===== src/rtl/lcd_timebase_pkg.sv =====
package lcd_timebase_pkg;
  localparam int PS_W     = 4;
  localparam int DIV_W    = 4;
  localparam int BLK_W    = 3;
  localparam int DUTY_W   = 3;
  localparam int DIV_BASE = 16;
  localparam int MAX_COM  = 8;
  localparam int PH_W     = $clog2(MAX_COM);

  typedef struct packed {
    logic [PS_W-1:0]   ps;
    logic [DIV_W-1:0]  dv;
    logic [BLK_W-1:0]  bk;
    logic [DUTY_W-1:0] dt;
  } tb_cfg_t;

  // last phase index for a duty code
  function automatic logic [PH_W-1:0] last_phase(input logic [DUTY_W-1:0] code);
    case (code)
      3'd0:    last_phase = PH_W'(0);
      3'd1:    last_phase = PH_W'(1);
      3'd2:    last_phase = PH_W'(2);
      3'd3:    last_phase = PH_W'(3);
      default: last_phase = PH_W'(MAX_COM - 1);
    endcase
  endfunction
endpackage


===== src/rtl/lcd_timebase_shadow.sv =====
module lcd_timebase_shadow
  import lcd_timebase_pkg::*;
(
  input  logic    clk,
  input  logic    rst,
  input  logic    load,
  input  tb_cfg_t cfg_in,
  output tb_cfg_t cfg_q
);
  always_ff @(posedge clk) begin
    if (rst || load) cfg_q <= cfg_in;
  end
endmodule


===== src/rtl/lcd_timebase_ratio.sv =====
module lcd_timebase_ratio #(
  parameter int PS_W     = 4,
  parameter int DIV_W    = 4,
  parameter int DIV_BASE = 16
) (
  input  logic             clk,
  input  logic             rst,
  input  logic [PS_W-1:0]  ps,
  input  logic [DIV_W-1:0] dv,
  output logic             wrap
);
  localparam int PRE_W = (2 ** PS_W) - 1;
  localparam int DC_W  = $clog2(DIV_BASE + (2 ** DIV_W));

  logic [PRE_W-1:0] pre_cnt;
  logic [DC_W-1:0]  div_cnt;
  logic [PRE_W-1:0] pre_mask;
  logic             pre_last;
  logic             div_last;

  assign pre_mask = ~({PRE_W{1'b1}} << ps);
  assign pre_last = (pre_cnt == pre_mask);
  assign div_last = (div_cnt == (DC_W'(DIV_BASE - 1) + DC_W'(dv)));
  assign wrap     = pre_last && div_last;

  always_ff @(posedge clk) begin
    if (rst) begin
      pre_cnt <= '0;
      div_cnt <= '0;
    end else if (pre_last) begin
      pre_cnt <= '0;
      div_cnt <= div_last ? '0 : div_cnt + 1'b1;
    end else begin
      pre_cnt <= pre_cnt + 1'b1;
    end
  end
endmodule


===== src/rtl/lcd_timebase_phase.sv =====
module lcd_timebase_phase #(
  parameter int PH_W = 3
) (
  input  logic            clk,
  input  logic            rst,
  input  logic            step,
  input  logic [PH_W-1:0] last_idx,
  output logic [PH_W-1:0] phase_q,
  output logic            frame_q
);
  logic at_end;
  assign at_end = (phase_q >= last_idx);

  always_ff @(posedge clk) begin
    if (rst) begin
      phase_q <= '0;
      frame_q <= 1'b0;
    end else begin
      frame_q <= step && at_end;
      if (step) phase_q <= at_end ? '0 : phase_q + 1'b1;
    end
  end
endmodule


===== src/rtl/lcd_timebase_blink.sv =====
module lcd_timebase_blink #(
  parameter int BLK_W = 3
) (
  input  logic             clk,
  input  logic             rst,
  input  logic             step,
  input  logic [BLK_W-1:0] sel,
  output logic             tick_q,
  output logic             level_q
);
  localparam int BC_W = (2 ** BLK_W) - 1 + 3;

  logic [BC_W-1:0] cnt;
  logic [BC_W-1:0] mask;
  logic            term;

  assign mask = ~({BC_W{1'b1}} << (32'(sel) + 32'd3));
  assign term = ((cnt & mask) == mask);

  always_ff @(posedge clk) begin
    if (rst) begin
      cnt     <= '0;
      tick_q  <= 1'b0;
      level_q <= 1'b0;
    end else begin
      tick_q <= step && term;
      if (step) begin
        cnt <= term ? '0 : cnt + 1'b1;
        if (term) level_q <= ~level_q;
      end
    end
  end
endmodule


===== src/rtl/lcd_timebase.sv =====
module lcd_timebase
  import lcd_timebase_pkg::*;
(
  input  logic              clk,
  input  logic              rst,
  input  logic [PS_W-1:0]   ps_cfg,
  input  logic [DIV_W-1:0]  div_cfg,
  input  logic [BLK_W-1:0]  blink_cfg,
  input  logic [DUTY_W-1:0] duty_cfg,
  output logic              div_tick,
  output logic              frame_tick,
  output logic [PH_W-1:0]   phase_idx,
  output logic              blink_tick,
  output logic              blink_out
);
  tb_cfg_t cfg_in;
  tb_cfg_t cfg_act;
  logic    wrap;

  assign cfg_in = '{ps: ps_cfg, dv: div_cfg, bk: blink_cfg, dt: duty_cfg};

  lcd_timebase_shadow u_shadow (
    .clk    (clk),
    .rst    (rst),
    .load   (wrap),
    .cfg_in (cfg_in),
    .cfg_q  (cfg_act)
  );

  lcd_timebase_ratio #(
    .PS_W(PS_W), .DIV_W(DIV_W), .DIV_BASE(DIV_BASE)
  ) u_ratio (
    .clk  (clk),
    .rst  (rst),
    .ps   (cfg_act.ps),
    .dv   (cfg_act.dv),
    .wrap (wrap)
  );

  always_ff @(posedge clk) begin
    if (rst) div_tick <= 1'b0;
    else     div_tick <= wrap;
  end

  lcd_timebase_phase #(.PH_W(PH_W)) u_phase (
    .clk      (clk),
    .rst      (rst),
    .step     (wrap),
    .last_idx (last_phase(cfg_act.dt)),
    .phase_q  (phase_idx),
    .frame_q  (frame_tick)
  );

  lcd_timebase_blink #(.BLK_W(BLK_W)) u_blink (
    .clk     (clk),
    .rst     (rst),
    .step    (wrap),
    .sel     (cfg_act.bk),
    .tick_q  (blink_tick),
    .level_q (blink_out)
  );
endmodule


===== config.mk =====
export PLATFORM = sky130hd
export DESIGN_NAME = lcd_timebase
export DESIGN_NICKNAME = d
export VERILOG_FILES = /design/src/rtl/lcd_timebase_pkg.sv /design/src/rtl/lcd_timebase_shadow.sv /design/src/rtl/lcd_timebase_ratio.sv /design/src/rtl/lcd_timebase_phase.sv /design/src/rtl/lcd_timebase_blink.sv /design/src/rtl/lcd_timebase.sv
export SDC_FILE = /design/constraint.sdc
export NUM_CORES = 1
export LEC_CHECK = 0
export CAP_MARGIN = 20
export CORE_MARGIN = 1
export CORE_UTILIZATION = 45
export CTS_CLUSTER_DIAMETER = 200
export DETAILED_ROUTE_END_ITERATION = 10
export GPL_TIMING_DRIVEN = 0
export RECOVER_POWER = 50
export SYNTH_ARGS = -nofsm -noshare
export SYNTH_HDL_FRONTEND = slang
export SYNTH_SLANG_ARGS = --single-unit

===== constraint.sdc =====
create_clock -name clk -period 4.9 [get_ports clk]
set_input_delay 1.225 -clock clk [delete_from_list [all_inputs] [get_ports clk]]
set_output_delay 1.225 -clock clk [all_outputs]
set_load 0.01 [all_outputs]

==> impl_results.md <==
- Status: finished, final reports clean
- Slew @ Worst Pin: 1063 ps
- Register-to-Register Setup Slack: 1270 ps
- Die width: 81.85 um
- Drt via density: 5.703
- Power density over the cells: 255.0 nW/um^2
- Drt drc: 0
- Hold Path Sink: u_blink.level_q
- Top-count cell post-synth: dfxtp_1
- GR Util met1: 26.95%
- Number of synthesized flops with an enable pin: 14
- DRT iter0 DRCs: 139
- RSZ-0062 raised after global routing: false
- Vias: 2,441
- Min-delay src: u_blink.level_q
- Worst Path Buf+Inv: 1
- Fin Clk Skew: 8.668 ps
- Share of Yosys cell area claimed by the top area cell type: 25.82%
- Fin. max-slew vios: 0
- Synthesized instance count: 323
- Reg2reg start: u_shadow.cfg_q[11]
- M2 GR Usage: 33.39%
- Post-CTS setup buffer count: 0
- CTS Sinks: 51
- HPWL after DPL: 4574 um
- Cts hold-fix bufs: 0
- CP Launch Type: flop
- Clk slew on worst S/H paths: 100 ps
- CP max FO: 14
- Port bufs: 22
- Number of global-route vias before repair: 2,152
- Hold-critical path depth: 2
- Yosys top cell by area: dfxtp_1
- CTS tree: built
- Final setup viols: 0
- Switching Share: 22.07%
- Post-Syn Area: 2869 um^2
- Tmin final: 3632 ps
- Initial cell density of the core: 47.61%
- Critical-path top delay cell: nor4_1
- Grt peak-use layer: met2
- Post-placement cell area: 3183 um^2
- Worst path most repeated cell: nand2_1
- Critical Path RT: 4840 ps
- Design area: 3296 um^2
- DRT antenna net count: 0
- Synth unique cells: 56
- Post-Synthesis Net Count: 350
- Async SR Flop Fraction: 0%
- Combinational power share: 8.0%
- Synthesis-to-finish area growth: 14.87%
- Met3 Use GR: 3.667%
- I/O pin count: 23
- Core area: 6026 um^2
- Top cells by count, synth: 37 x dfxtp_1, 28 x nor2_1, 23 x a21oi_1
- Setup tns final: 0 ps
- Critical path's top delay family: simple AND/OR/NAND/NOR gates
- R2r worst-path depth: 7
- Row count: 28
- Hold WC Path Type: reg2reg
- Gr usage total: 20.20%
- Chip height: 81.85 um
- Sequential area share after synthesis: 40.47%
- Switch Pwr: 185.5 uW
- Initial antenna violation count: 0
- Fillcell total: 587
- Worst IR drop on VDD: 0.1601 mV
- Final period util: 74.13%
- Internal power: 654.9 uW
- Crit path DAT: 3580 ps
- CP peak stage delay: 920 ps
- Total Routed Length: 6208 um
- Clock share of power: 38.6%
- Htree depth: 2
- Non-Filler Instances: 428
- Leakage: 1.197 nW
- Top cells by area, synth: dfxtp_1 26%, edfxtp_1 15%, ha_1 4.8%
- Layout cells sized above 1: 5.382%
- Largest net degree at the start of global routing: 17
- Root Buffer: clkbuf_8
- Clock tree buffer depth: 2
- Mean post-synth cell area: 8.882 um^2
- Reg-to-reg endpoint: u_shadow.cfg_q[11]
- Gr ovfl total: 0
- DIE AREA: 6699 um^2
- First-pass GRT wire length: 10,350 um
- Clock Latency Late Sink: 310 ps
- TritonCTS Buffers: 5
- Most common flop cell mapped by yosys: dfxtp_1
- Synth Warn #: 0
- Max cap viols: 0
- Relative slew margins: 28.45%
- Placed cells: 420
- Final Net Count: 379
- 1st-pass router iterations: 4
- Wire per inst: 14.50 um
- Crit end category: flop
- Post_cts resized: 0
- GPL Wtd Cong: 0.8570
- Fmax: 275.3 MHz
- Synth Register Bits: 51
- Register share of total power: 53.4%
- Ant diodes: 0
- Final hold vios: 0
- Critical path class: reg2reg
- Crit-path cells: clkbuf_1 -> nand2_1 -> a32oi_1 -> o221ai_1 -> nor4_1 -> nand3_1 -> nand2_1
-- per-layer routing --
layer	share of wire, %	up-vias
met5	0	-
met4	1.1	0
met3	3.0	7
met2	48	43
met1	48	1146
li1	-	1245
-- state kept, by name, indices dropped and copies added, names as in the netlist --
signal           count
u_ratio.div_cnt      5
div_tick             1
u_ratio.pre_cnt     15
u_blink.tick_q       1
u_shadow.cfg_q      14
u_blink.cnt         10
u_blink.level_q      1
u_phase.phase_q      3
u_phase.frame_q      1
-- power groups by stage --
stage                     clock, mW  combinational, mW  sequential [mW]
final                         0.325             0.0672            0.448
after global routing          0.354             0.0753            0.450
after CTS                     0.336             0.0714            0.449
after detailed placement          0             0.0711            0.458
after global placement            0             0.0707            0.458
after floorplan                   0             0.0476            0.457
-- through the flow --
step	worst slack, ps	power (mW)	hold slack (ps)	utilization (%)
global placement	1729	0.5289	488.9	52.82
CTS	1644	0.8563	505.7	55.00
floorplan	2408	0.5041	457.3	-
finish	1268	0.8404	500.5	54.69
detailed placement	1669	0.5295	489.5	52.82
global route	874.8	0.8795	533.8	54.69
-- worst max-delay path by stage --
stage                        from                 end  slack [ps]  cells after the start
5_1_grt        u_shadow.cfg_q[11]   u_shadow.cfg_q[7]         870                      7
2_1_floorplan  u_shadow.cfg_q[12]   u_shadow.cfg_q[0]        2410                      8
4_1_cts        u_shadow.cfg_q[11]  u_shadow.cfg_q[11]        1640                      6
3_5_place_dp   u_shadow.cfg_q[11]  u_shadow.cfg_q[11]        1670                      6
6_report       u_shadow.cfg_q[11]  u_shadow.cfg_q[11]        1270                      7
3_3_place_gp   u_shadow.cfg_q[12]  u_shadow.cfg_q[11]        1730                      7
-- cell type report --
| cell class | count | area (um^2) | area share (%) |
|---|---|---|---|
| inverters | 17 | 63.81 | 1.936 |
| clock inverters | 2 | 37.54 | 1.139 |
| plain buffers | 21 | 96.34 | 2.923 |
| multi-input cells | 234 | 1529 | 46.39 |
| well taps | 75 | 93.84 | 2.847 |
| repair buffers | 22 | 220.2 | 6.682 |
| flip-flops and latches | 51 | 1161 | 35.23 |
| clock buffers | 6 | 93.84 | 2.847 |
-- cell usage in the layout, fill, tap and decap left out, types with 12 or more instances in the layout --
| cell | n |
|---|---|
| nand3_1 | 22 |
| xor2_1 | 12 |
| dfxtp_1 | 37 |
| inv_1 | 17 |
| dlygate4sd3_1 | 21 |
| edfxtp_1 | 14 |
| nand2_1 | 15 |
| clkbuf_1 | 14 |
| nor2_1 | 28 |
| a21oi_1 | 23 |
-- logic make-up (layout without fill, tap and decap cells) --
| group | after synthesis | after routing | synth area share [%] |
|---|---|---|---|
| and+or+nand+nor | 121 | 121 | 22.68 |
| AOI/OAI and AO/OA | 77 | 77 | 18.01 |
| DFF | 51 | 51 | 40.47 |
| buffers and inverters | 38 | 68 | 5.887 |
| xor gates and xnor gates | 24 | 24 | 7.806 |
| adders and majority gates | 11 | 11 | 4.797 |
| muxes | 1 | 1 | 0.3489 |
-- tightest hold or removal path, stage by stage, from the launching register on --
cell and delay [ps]:
dfxtp_1 340, o31ai_1 70, a21oi_1 50
Power figures use the tool's default switching activity.
